===== src/rtl/fn1_dec_pkg.sv =====
package fn1_dec_pkg;

  localparam int REG_IDX_W = 6;
  localparam int SPAN_AW   = 17;
  localparam int N_SPAN    = 5;

  typedef enum logic [1:0] {
    RGN_NONE  = 2'd0,
    RGN_SHREG = 2'd1,
    RGN_FIFO  = 2'd2
  } rgn_e;

  typedef struct packed {
    logic [SPAN_AW-1:0]   lo;
    logic [SPAN_AW-1:0]   hi;
    logic [REG_IDX_W-1:0] first;
  } span_t;

  // address spans of the shared byte registers, in ascending address order
  localparam span_t SPANS [N_SPAN] = '{
    '{17'h0006C, 17'h00077, 6'd0},
    '{17'h0007A, 17'h0007B, 6'd12},
    '{17'h0007E, 17'h0007F, 6'd14},
    '{17'h00088, 17'h0008B, 6'd16},
    '{17'h0009C, 17'h000BB, 6'd20}
  };

endpackage


===== src/rtl/fn1_shreg_map.sv =====
module fn1_shreg_map
  import fn1_dec_pkg::*;
#(
  parameter int ADDR_W = 17
) (
  input  logic [ADDR_W-1:0]    addr,
  output logic                 hit,
  output logic [REG_IDX_W-1:0] idx
);

  logic [N_SPAN-1:0]    in_span;
  logic [REG_IDX_W-1:0] span_idx [N_SPAN];

  for (genvar k = 0; k < N_SPAN; k++) begin : g_span
    assign in_span[k]  = (addr >= ADDR_W'(SPANS[k].lo)) && (addr <= ADDR_W'(SPANS[k].hi));
    assign span_idx[k] = SPANS[k].first + REG_IDX_W'(addr - ADDR_W'(SPANS[k].lo));
  end

  always_comb begin
    hit = |in_span;
    idx = '0;
    for (int k = 0; k < N_SPAN; k++) begin
      if (in_span[k]) idx = span_idx[k];
    end
  end

endmodule


===== src/rtl/fn1_cmd_classify.sv =====
module fn1_cmd_classify
  import fn1_dec_pkg::*;
#(
  parameter int ADDR_W  = 17,
  parameter int FN_W    = 3,
  parameter int COUNT_W = 9,
  parameter int BLKSZ_W = 12,
  parameter int FN_ID   = 1,
  parameter int WIN_LO  = 'h00090,
  parameter int WIN_END = 'h1F800,
  localparam int RLEN_W = ADDR_W + 1,
  localparam int XLEN_W = COUNT_W + 1 + BLKSZ_W
) (
  input  logic               is_ext,
  input  logic [FN_W-1:0]    fn,
  input  logic               incr,
  input  logic               block,
  input  logic [ADDR_W-1:0]  addr,
  input  logic [COUNT_W-1:0] count,
  input  logic [BLKSZ_W-1:0] blk_size,
  output rgn_e               rgn,
  output logic [RLEN_W-1:0]  req_len,
  output logic [XLEN_W-1:0]  xfer_len
);

  localparam int CNT_E_W = COUNT_W + 1;

  logic                 sh_hit;
  logic [REG_IDX_W-1:0] sh_idx_unused;
  logic                 fn_ok;
  logic                 in_win;
  logic [CNT_E_W-1:0]   cnt_eff;

  fn1_shreg_map #(.ADDR_W(ADDR_W)) start_map_i (
    .addr (addr),
    .hit  (sh_hit),
    .idx  (sh_idx_unused)
  );

  assign fn_ok  = (fn == FN_W'(FN_ID));
  assign in_win = ({1'b0, addr} >= RLEN_W'(WIN_LO)) && ({1'b0, addr} < RLEN_W'(WIN_END));

  always_comb begin
    if (!fn_ok)                      rgn = RGN_NONE;
    else if (sh_hit)                 rgn = RGN_SHREG;
    else if (in_win && (!is_ext || incr)) rgn = RGN_FIFO;
    else                             rgn = RGN_NONE;
  end

  assign req_len = is_ext ? (RLEN_W'(WIN_END) - {1'b0, addr}) : RLEN_W'(1);

  assign cnt_eff = (count == '0) ? (CNT_E_W'(1) << COUNT_W) : {1'b0, count};

  always_comb begin
    if (!is_ext)    xfer_len = XLEN_W'(1);
    else if (block) xfer_len = XLEN_W'(cnt_eff) * XLEN_W'(blk_size);
    else            xfer_len = XLEN_W'(cnt_eff);
  end

  // start-address index is only needed per byte, in the sequencer
  logic unused_ok;
  assign unused_ok = ^sh_idx_unused;

endmodule


===== src/rtl/fn1_byte_seq.sv =====
module fn1_byte_seq
  import fn1_dec_pkg::*;
#(
  parameter int ADDR_W  = 17,
  parameter int DATA_W  = 8,
  parameter int RLEN_W  = 18,
  parameter int XLEN_W  = 22,
  localparam int CMP_W  = (XLEN_W > RLEN_W) ? XLEN_W : RLEN_W
) (
  input  logic                 clk,
  input  logic                 rst,
  input  logic                 cmd_valid,
  input  logic                 cmd_write,
  input  logic                 cmd_is_ext,
  input  logic                 cmd_incr,
  input  rgn_e                 cmd_rgn,
  input  logic [RLEN_W-1:0]    cmd_req_len,
  input  logic [XLEN_W-1:0]    cmd_xfer_len,
  input  logic [ADDR_W-1:0]    cmd_addr,
  input  logic                 bus_valid,
  input  logic [DATA_W-1:0]    bus_wdata,
  output logic                 busy,
  output logic                 fifo_valid,
  output logic                 fifo_dir,
  output logic [DATA_W-1:0]    fifo_wdata,
  output logic                 reg_wr,
  output logic                 reg_rd,
  output logic [REG_IDX_W-1:0] reg_idx,
  output logic [DATA_W-1:0]    reg_wdata,
  output logic                 rd_pend,
  output rgn_e                 rd_src
);

  logic [XLEN_W-1:0]    idx_q;
  logic [ADDR_W-1:0]    addr_q;
  rgn_e                 rgn_q;
  logic [RLEN_W-1:0]    req_q;
  logic [XLEN_W-1:0]    xfer_q;
  logic                 wr_q;
  logic                 step_q;

  logic                 sh_hit;
  logic [REG_IDX_W-1:0] sh_idx;
  logic                 take;
  logic                 in_req;
  logic                 take_fifo;
  logic                 take_reg;

  fn1_shreg_map #(.ADDR_W(ADDR_W)) byte_map_i (
    .addr (addr_q),
    .hit  (sh_hit),
    .idx  (sh_idx)
  );

  assign take      = bus_valid && busy && !cmd_valid;
  assign in_req    = CMP_W'(idx_q) < CMP_W'(req_q);
  assign take_fifo = (rgn_q == RGN_FIFO) && in_req;
  assign take_reg  = (rgn_q == RGN_SHREG) && sh_hit;

  always_ff @(posedge clk) begin
    if (rst) begin
      busy       <= 1'b0;
      idx_q      <= '0;
      addr_q     <= '0;
      rgn_q      <= RGN_NONE;
      req_q      <= '0;
      xfer_q     <= '0;
      wr_q       <= 1'b0;
      step_q     <= 1'b0;
      fifo_valid <= 1'b0;
      fifo_dir   <= 1'b0;
      fifo_wdata <= '0;
      reg_wr     <= 1'b0;
      reg_rd     <= 1'b0;
      reg_idx    <= '0;
      reg_wdata  <= '0;
      rd_pend    <= 1'b0;
      rd_src     <= RGN_NONE;
    end else begin
      fifo_valid <= 1'b0;
      reg_wr     <= 1'b0;
      reg_rd     <= 1'b0;
      rd_pend    <= 1'b0;
      rd_src     <= RGN_NONE;
      if (cmd_valid) begin
        busy   <= 1'b1;
        idx_q  <= '0;
        addr_q <= cmd_addr;
        rgn_q  <= cmd_rgn;
        req_q  <= cmd_req_len;
        xfer_q <= cmd_xfer_len;
        wr_q   <= cmd_write;
        step_q <= cmd_is_ext && cmd_incr;
      end else if (take) begin
        fifo_valid <= take_fifo;
        fifo_dir   <= wr_q;
        fifo_wdata <= bus_wdata;
        reg_wr     <= take_reg && wr_q;
        reg_rd     <= take_reg && !wr_q;
        reg_idx    <= sh_idx;
        reg_wdata  <= bus_wdata;
        rd_pend    <= !wr_q;
        if (!wr_q) begin
          if (take_fifo)     rd_src <= RGN_FIFO;
          else if (take_reg) rd_src <= RGN_SHREG;
        end
        idx_q <= idx_q + XLEN_W'(1);
        if (step_q) addr_q <= addr_q + ADDR_W'(1);
        if (idx_q + XLEN_W'(1) == xfer_q) busy <= 1'b0;
      end
    end
  end

endmodule


===== src/rtl/fn1_read_ret.sv =====
module fn1_read_ret
  import fn1_dec_pkg::*;
#(
  parameter int DATA_W = 8
) (
  input  logic              clk,
  input  logic              rst,
  input  logic              rd_pend,
  input  rgn_e              rd_src,
  input  logic [DATA_W-1:0] fifo_rdata,
  input  logic [DATA_W-1:0] reg_rdata,
  output logic              host_rvalid,
  output logic [DATA_W-1:0] host_rdata
);

  always_ff @(posedge clk) begin
    if (rst) begin
      host_rvalid <= 1'b0;
      host_rdata  <= '0;
    end else begin
      host_rvalid <= rd_pend;
      unique case (rd_src)
        RGN_FIFO:  host_rdata <= fifo_rdata;
        RGN_SHREG: host_rdata <= reg_rdata;
        default:   host_rdata <= '0;
      endcase
    end
  end

endmodule


===== src/rtl/fn1_access_decoder.sv =====
module fn1_access_decoder
  import fn1_dec_pkg::*;
#(
  parameter int ADDR_W  = 17,
  parameter int FN_W    = 3,
  parameter int COUNT_W = 9,
  parameter int BLKSZ_W = 12,
  parameter int DATA_W  = 8,
  parameter int FN_ID   = 1,
  parameter int WIN_LO  = 'h00090,
  parameter int WIN_END = 'h1F800
) (
  input  logic                 clk,
  input  logic                 rst,
  input  logic                 cmd_valid,
  input  logic                 cmd_is_ext,
  input  logic [FN_W-1:0]      cmd_fn,
  input  logic                 cmd_write,
  input  logic                 cmd_incr,
  input  logic                 cmd_block,
  input  logic [ADDR_W-1:0]    cmd_addr,
  input  logic [COUNT_W-1:0]   cmd_count,
  input  logic [BLKSZ_W-1:0]   blk_size,
  input  logic                 bus_valid,
  input  logic [DATA_W-1:0]    bus_wdata,
  output logic                 host_rvalid,
  output logic [DATA_W-1:0]    host_rdata,
  output logic                 busy,
  output logic                 fifo_valid,
  output logic                 fifo_dir,
  output logic [DATA_W-1:0]    fifo_wdata,
  input  logic [DATA_W-1:0]    fifo_rdata,
  output logic                 reg_wr,
  output logic                 reg_rd,
  output logic [REG_IDX_W-1:0] reg_idx,
  output logic [DATA_W-1:0]    reg_wdata,
  input  logic [DATA_W-1:0]    reg_rdata
);

  localparam int RLEN_W = ADDR_W + 1;
  localparam int XLEN_W = COUNT_W + 1 + BLKSZ_W;

  rgn_e              c_rgn;
  logic [RLEN_W-1:0] c_req;
  logic [XLEN_W-1:0] c_xfer;
  logic              rd_pend;
  rgn_e              rd_src;

  fn1_cmd_classify #(
    .ADDR_W (ADDR_W), .FN_W (FN_W), .COUNT_W (COUNT_W), .BLKSZ_W (BLKSZ_W),
    .FN_ID (FN_ID), .WIN_LO (WIN_LO), .WIN_END (WIN_END)
  ) classify_i (
    .is_ext   (cmd_is_ext),
    .fn       (cmd_fn),
    .incr     (cmd_incr),
    .block    (cmd_block),
    .addr     (cmd_addr),
    .count    (cmd_count),
    .blk_size (blk_size),
    .rgn      (c_rgn),
    .req_len  (c_req),
    .xfer_len (c_xfer)
  );

  fn1_byte_seq #(
    .ADDR_W (ADDR_W), .DATA_W (DATA_W), .RLEN_W (RLEN_W), .XLEN_W (XLEN_W)
  ) seq_i (
    .clk          (clk),
    .rst          (rst),
    .cmd_valid    (cmd_valid),
    .cmd_write    (cmd_write),
    .cmd_is_ext   (cmd_is_ext),
    .cmd_incr     (cmd_incr),
    .cmd_rgn      (c_rgn),
    .cmd_req_len  (c_req),
    .cmd_xfer_len (c_xfer),
    .cmd_addr     (cmd_addr),
    .bus_valid    (bus_valid),
    .bus_wdata    (bus_wdata),
    .busy         (busy),
    .fifo_valid   (fifo_valid),
    .fifo_dir     (fifo_dir),
    .fifo_wdata   (fifo_wdata),
    .reg_wr       (reg_wr),
    .reg_rd       (reg_rd),
    .reg_idx      (reg_idx),
    .reg_wdata    (reg_wdata),
    .rd_pend      (rd_pend),
    .rd_src       (rd_src)
  );

  fn1_read_ret #(.DATA_W (DATA_W)) ret_i (
    .clk         (clk),
    .rst         (rst),
    .rd_pend     (rd_pend),
    .rd_src      (rd_src),
    .fifo_rdata  (fifo_rdata),
    .reg_rdata   (reg_rdata),
    .host_rvalid (host_rvalid),
    .host_rdata  (host_rdata)
  );

endmodule


===== config.mk =====
export PLATFORM = sky130hd
export DESIGN_NAME = fn1_access_decoder
export DESIGN_NICKNAME = d
export VERILOG_FILES = /design/src/rtl/fn1_dec_pkg.sv /design/src/rtl/fn1_shreg_map.sv /design/src/rtl/fn1_cmd_classify.sv /design/src/rtl/fn1_byte_seq.sv /design/src/rtl/fn1_read_ret.sv /design/src/rtl/fn1_access_decoder.sv
export SDC_FILE = /design/constraint.sdc
export NUM_CORES = 1
export LEC_CHECK = 0
export BUFFER_PORTS_ARGS = -buffer_cell sky130_fd_sc_hd__buf_4
export CAP_MARGIN = 10
export CORE_MARGIN = 1
export CORE_UTILIZATION = 25
export DETAILED_ROUTE_END_ITERATION = 6
export RECOVER_POWER = 50
export SLEW_MARGIN = 30
export SYNTH_ARGS = -nofsm -noshare
export SYNTH_HDL_FRONTEND = slang
export SYNTH_HIERARCHICAL = 1
export SYNTH_SLANG_ARGS = --single-unit

===== constraint.sdc =====
create_clock -name clk -period 8.3 [get_ports clk]
set_clock_uncertainty 0.2 [all_clocks]
set_input_delay 1.66 -clock clk [delete_from_list [all_inputs] [get_ports clk]]
set_output_delay 1.66 -clock clk [all_outputs]
set_load 0.02 [all_outputs]

==> metrics.yaml, run 1 <==
timing.final.crit_share_pct: 87.0
via_count: 10100
tns_ns: 0
wl_mm: 30.9
crit_slowest_cell: "fa_1"
die_w_um: 219
critPathTopFamily: "adder cells"
coreArea_um2: 46500
drc: 0
cts_buffers: 17
dp_slack_ns: 0.729
htree_levels: 4
ctsHoldBuffers: 0
die_area_um2: 47800
syn_area_per_cell_um2: 8.16
cts_sinks: 114
root_buffer: "clkbuf_16"
setup_viol: 0
rsz0062_at_grt: "false"
viasPerCell: 4.82
hp-class: "register to register"
cp.arrival_ns: 7.17
cellPowerDensity_nw_per_um2: 199
synthCells: 1438
syn_area_um2: 11700
hold_viol: 0
path_cells: "buf_4 > nor4_1 > nand2_1 > nor4_1 > buf_4 > and2_1 > fa_1 > fa_1 > fa_1 > fa_1 > inv_1 > fa_1 > inv_1 > ha_1 > a21oi_1 > a21boi_0 > o21ai_0 > xnor2_1 > nor2_1 > mux2i_1 > nor2_1"
io_buffers: 108
placed_cell_area_um2: 12900
nNetsFinal: 1743
grt_usage_pct: 13.0
worst-path-stages: 21
endpoint_kind: "register"
startpoint_type: "input pin"
max_cap_viol_count: 1
antenna_found_initial: 0
grt_max_degree: 82
reg2reg_slack_ns: 4.73
antennaDiodeCount: 0
fin_area_um2: 13400
hpwl_mm: 23.5
maxSlewViolCount: 82
holdWs_ns: 0.229
period_minus_slack_ns: 7.22
endpoint: "seq_i/xfer_q[13]$_SDFFE_PP0P_"
r2r_start: "seq_i/addr_q[4]$_SDFFE_PP0P_"
ys_warn_count: 6
required_ns: 8.25
row_count: 79
grt_pass1_wl_mm: 50.5
violations: "max-capacitance violations, max-slew violations"
overflow: 0
reg2reg_to: "seq_i/reg_wr$_SDFF_PP0_"
clk_latency_ns: 0.42
tightest_slew_ns: 3.57
worstHoldStart: "seq_i/rd_pend$_SDFF_PP0_"
irDropWorstVdd_mv: 0.175
firstDrtPassIters: 5
cts_tree: "yes"
synth_nets: 1697
cp_num_buf_inv: 4
leakage_nw: 5.82
first_iter_violations: 736
clk_pin_slew_worst_paths_ns: 0.06
wl_per_cell_um: 14.7
ff2ff_path_depth: 11
path_class: "input pin to register"
postLayoutCoreUtil_pct: 28.8
path_max_fanout: 14
start_util_pct: 25.3
clockBufferDepth: 2
grt_pass1_vias: 9927
maxSlewHeadroom_pct: -138
slowest_delay_ns: 0.54
postRouteAntennaNets: 0
post_cts_resized: 0
status: "complete, but fails checks"
path_common_cell: "fa_1"
die-height_um: 219
setup_slack_ns: 1.08
routabilityCongestion: 0.869
drive_above_1_share_pct: 9.75
ioPinCount: 109
cts_setup_buffers: 0
timing.fmax_mhz: 139
area_growth_pct: 14.0
crit_start: "cmd_count[2]"
[through the flow]
stage               instances  total power, W
finish                   2104         0.00267
global route             2104         0.00288
CTS                      2104         0.00269
detailed placement       2072         0.00193
global placement         2072         0.00192
floorplan                1438         0.00162
[placed cells by master, fill, tap and decap left out, types with 42 or more instances in the layout]
cell type and count:
mux2i_1 56, a21oi_1 66, dfxtp_1 114, and2_1 73, buf_4 73, nor2_1 127, xor2_1 42, inv_1 132
nand2_1 168, fa_1 78, ha_1 108
[area by class of cell]
class / instances / area, um2
fillers: 5012 / 33100
clock buffers: 18 / 439
clock inverters: 14 / 153
repair buffers: 111 / 698
well taps: 607 / 759
inverters: 132 / 495
multi-input cells: 1108 / 8560
flip-flops and latches: 114 / 2280
[report_power, final]
group          leakage (nW)  switching, W  internal, W  total [W]
logic                  4.61      0.000775     0.000540    0.00131
registers             0.927     0.0000316     0.000578   0.000609
clock network         0.280      0.000290     0.000453   0.000742
[flip-flops by register name, indices dropped and copies added, names as in the netlist]
name,flops
seq_i/fifo_valid,1
ret_i/host_rvalid,1
seq_i/reg_wdata,8
seq_i/xfer_q,22
seq_i/rd_src,2
seq_i/reg_rd,1
seq_i/rgn_q,2
ret_i/host_rdata,8
seq_i/busy,1
seq_i/reg_wr,1
seq_i/idx_q,22
seq_i/reg_idx,6
seq_i/step_q,1
seq_i/rd_pend,1
seq_i/wr_q,1
seq_i/req_q,18
seq_i/fifo_dir,1
seq_i/addr_q,17
[layer usage]
layer | vias to the layer above | track usage (%) | part of all wire, %
met4 | 0 | 3.61 | 1.6
met3 | 45 | 1.63 | 5.1
met5 | - | 0 | 0
met1 | 4870 | 17.7 | 47
li1 | 4930 | - | -
met2 | 300 | 21.3 | 47
[worst min-delay path by stage]
stage,to,cells past startpoint
global placement,ret_i/host_rvalid$_SDFF_PP0_,1
finish,ret_i/host_rvalid$_SDFF_PP0_,1
floorplan,ret_i/host_rvalid$_SDFF_PP0_,1
global route,ret_i/host_rvalid$_SDFF_PP0_,1
CTS,ret_i/host_rvalid$_SDFF_PP0_,1
detailed placement,ret_i/host_rvalid$_SDFF_PP0_,1
Power figures use the tool's default switching activity.
==> run 2: changes to the inputs <==
- CORE_ASPECT_RATIO: default -> 1.1
==> run 2 against run 1 <==
Compared with the run above: the run still ends with max-capacitance violations, max-slew violations left; sequential cell count stayed put; highest routed layer unchanged; maximum frequency is 4.1% lower; via count is 0.40% lower; core utilization is 0.31 points higher.
==> metrics.yaml, run 2 (synthesis gave the netlist of run 1 again) <==
status: "complete, but fails checks"
violations: "max-capacitance violations, max-slew violations"
maxSlewViolCount: 82  # unchanged
cts_sinks: 114  # unchanged
path_cells: "buf_4 > nor4_1 > nand2_1 > nor4_1 > buf_4 > nand2_1 > fa_1 > fa_1 > inv_1 > fa_1 > inv_1 > fa_1 > inv_1 > ha_1 > ha_1 > nand2_1 > o21ai_1 > a221o_1 > a221oi_1 > and3_4 > nor3_2 > mux2i_1 > nor2_1"
cellPowerDensity_nw_per_um2: 201  # +1.1%
ctsHoldBuffers: 0  # unchanged
start_util_pct: 25.5  # +0.27 points
num-fill-cells: 4916  # -1.9%
hold_path_end: "ret_i/host_rvalid$_SDFF_PP0_"
root_buffer: "clkbuf_16"
htree_levels: 4  # unchanged
setup_viol: 0  # unchanged
cp_num_buf_inv: 5  # +1
r2r_start: "seq_i/addr_q[4]$_SDFFE_PP0P_"
grt_pass1_wl_mm: 51.2  # +1.4%
tightest_slew_ns: 3.62  # +0.0517 ns
die-height_um: 229  # +4.8%
hold_path_depth: 1  # unchanged
irDropWorstVdd_mv: 0.148  # -15%
reg_top3: "seq_i/idx_q x22, seq_i/xfer_q x22, seq_i/req_q x18"
layout_commonest_cell: "nand2_1"
postRouteAntennaNets: 0  # unchanged
ff2ff_path_depth: 11  # unchanged
reg2reg_to: "seq_i/reg_wr$_SDFF_PP0_"
viasPerCell: 4.85  # +0.50%
clockBufferDepth: 2  # unchanged
cp.arrival_ns: 7.49  # +0.32 ns
drive_above_1_share_pct: 9.49  # -0.27 points
crit_slowest_cell: "nor4_1"
routabilityCongestion: 0.867  # -0.20%
die_area_um2: 47800  # about the same
total_power_w: 0.00270  # +1.1%
grt_usage_pct: 13.0  # +0.037 points
path_max_fanout: 14  # unchanged
post_cts_resized: 0  # unchanged
drc: 0  # unchanged
clk_pin_slew_worst_paths_ns: 0.05  # about the same
firstDrtPassIters: 7  # +2
row_count: 82  # +3.8%
first_iter_violations: 644  # -13%
leakage_nw: 5.83  # +0.28%
timing.fmax_mhz: 133  # -4.1%
critPathTopFamily: "adder cells"
rsz0062_at_grt: "false"
io_buffers: 108  # unchanged
cts_setup_buffers: 0  # unchanged
via_count: 10100  # -0.40%
endpoint_kind: "register"
required_ns: 8.26  # about the same
wl_mm: 31.3  # +1.1%
worstHoldStart: "seq_i/rd_pend$_SDFF_PP0_"
max_cap_viol_count: 1  # unchanged
cts_buffers: 17  # unchanged
hp-class: "register to register"
path_common_cell: "fa_1"
area_growth_pct: 14.1  # about the same
cts_tree: "yes"
antenna_found_initial: 0  # unchanged
startpoint_type: "input pin"
overflow: 0  # unchanged
antennaDiodeCount: 0  # unchanged
wl_per_cell_um: 15.0  # +2.0%
grt_pass1_vias: 10000  # +1.2%
slowest_delay_ns: 0.61  # +0.07 ns
maxSlewHeadroom_pct: -141  # -3.4 points
timing.final.crit_share_pct: 90.6  # +3.7 points
nNetsFinal: 1743  # unchanged
grt_max_degree: 82  # unchanged
tns_ns: 0  # unchanged
reg2reg_slack_ns: 4.86  # +0.13 ns
hpwl_mm: 23.9  # +1.6%
layout_common_cells: "nand2_1, inv_1, nor2_1, dfxtp_1, ha_1"
period_minus_slack_ns: 7.52  # +0.305 ns
hold_viol: 0  # unchanged
ioPinCount: 109  # unchanged
coreArea_um2: 46000  # -1.1%
die_w_um: 209  # -4.6%
clk_latency_ns: 0.42  # about the same
path_class: "input pin to register"
-- run 2: changes by cell type in the layout (fill, tap and decap cells not counted), sizes merged --
cell / change
clkinvlp: -2
clkinv: -1
clkbuf: +5
bufinv: +2
inv: -4
-- run 2: metrics by stage --
| step | util (%) | area [um2] | hold WS, ns | setup slack [ns] | std cells |
|---|---|---|---|---|---|
| CTS | 29.4 | 13500 | 0.244 | 0.917 | 2085 |
| finish | 29.1 | 13400 | 0.239 | 0.777 | 2085 |
| global placement | 28.1 | 12900 | 0.217 | 0.631 | 2053 |
| floorplan | - | 11700 | 0.211 | 1.07 | 1438 |
| global route | 29.1 | 13400 | 0.251 | 0.341 | 2085 |
| detailed placement | 28.1 | 12900 | 0.234 | 0.479 | 2053 |
-- run 2: metal layers --
| layer | track usage, % | vias to the layer above | share of wire (%) |
|---|---|---|---|
| li1 | - | 4926 | - |
| met3 | 2.18 | 41 | 4.1 |
| met2 | 22.1 | 249 | 47 |
| met4 | 3.17 | 0 | 1.5 |
| met1 | 17.0 | 4888 | 48 |
| met5 | 0 | - | 0 |
-- run 2: worst max path at each step --
stage	from	endpoint	cells past startpoint
2_1_floorplan	cmd_count[2]	seq_i/xfer_q[21]$_SDFFE_PP0P_	22
3_3_place_gp	cmd_count[2]	seq_i/xfer_q[21]$_SDFFE_PP0P_	22
3_5_place_dp	cmd_count[2]	seq_i/xfer_q[21]$_SDFFE_PP0P_	22
4_1_cts	cmd_count[2]	seq_i/xfer_q[21]$_SDFFE_PP0P_	22
5_1_grt	cmd_count[2]	seq_i/xfer_q[13]$_SDFFE_PP0P_	21
6_report	cmd_count[2]	seq_i/xfer_q[21]$_SDFFE_PP0P_	23
-- run 2: final cells by class --
cell class	instances	area (um2)	share of cell area [%]
multi-input cells	1108	8560	63.9
well taps	588	736	5.49
clock inverters	9	154	1.15
clock buffers	23	468	3.49
flip-flops and latches	114	2280	17.0
repair buffers	111	694	5.19
inverters	132	495	3.70
-- run 2: where the power goes --
| group | switching (W) | internal (W) | leakage [nW] | total [W] |
|---|---|---|---|---|
| Sequential | 0.0000320 | 0.000578 | 0.927 | 0.000610 |
| Combinational | 0.000777 | 0.000537 | 4.61 | 0.00131 |
| Clock | 0.000256 | 0.000517 | 0.297 | 0.000773 |
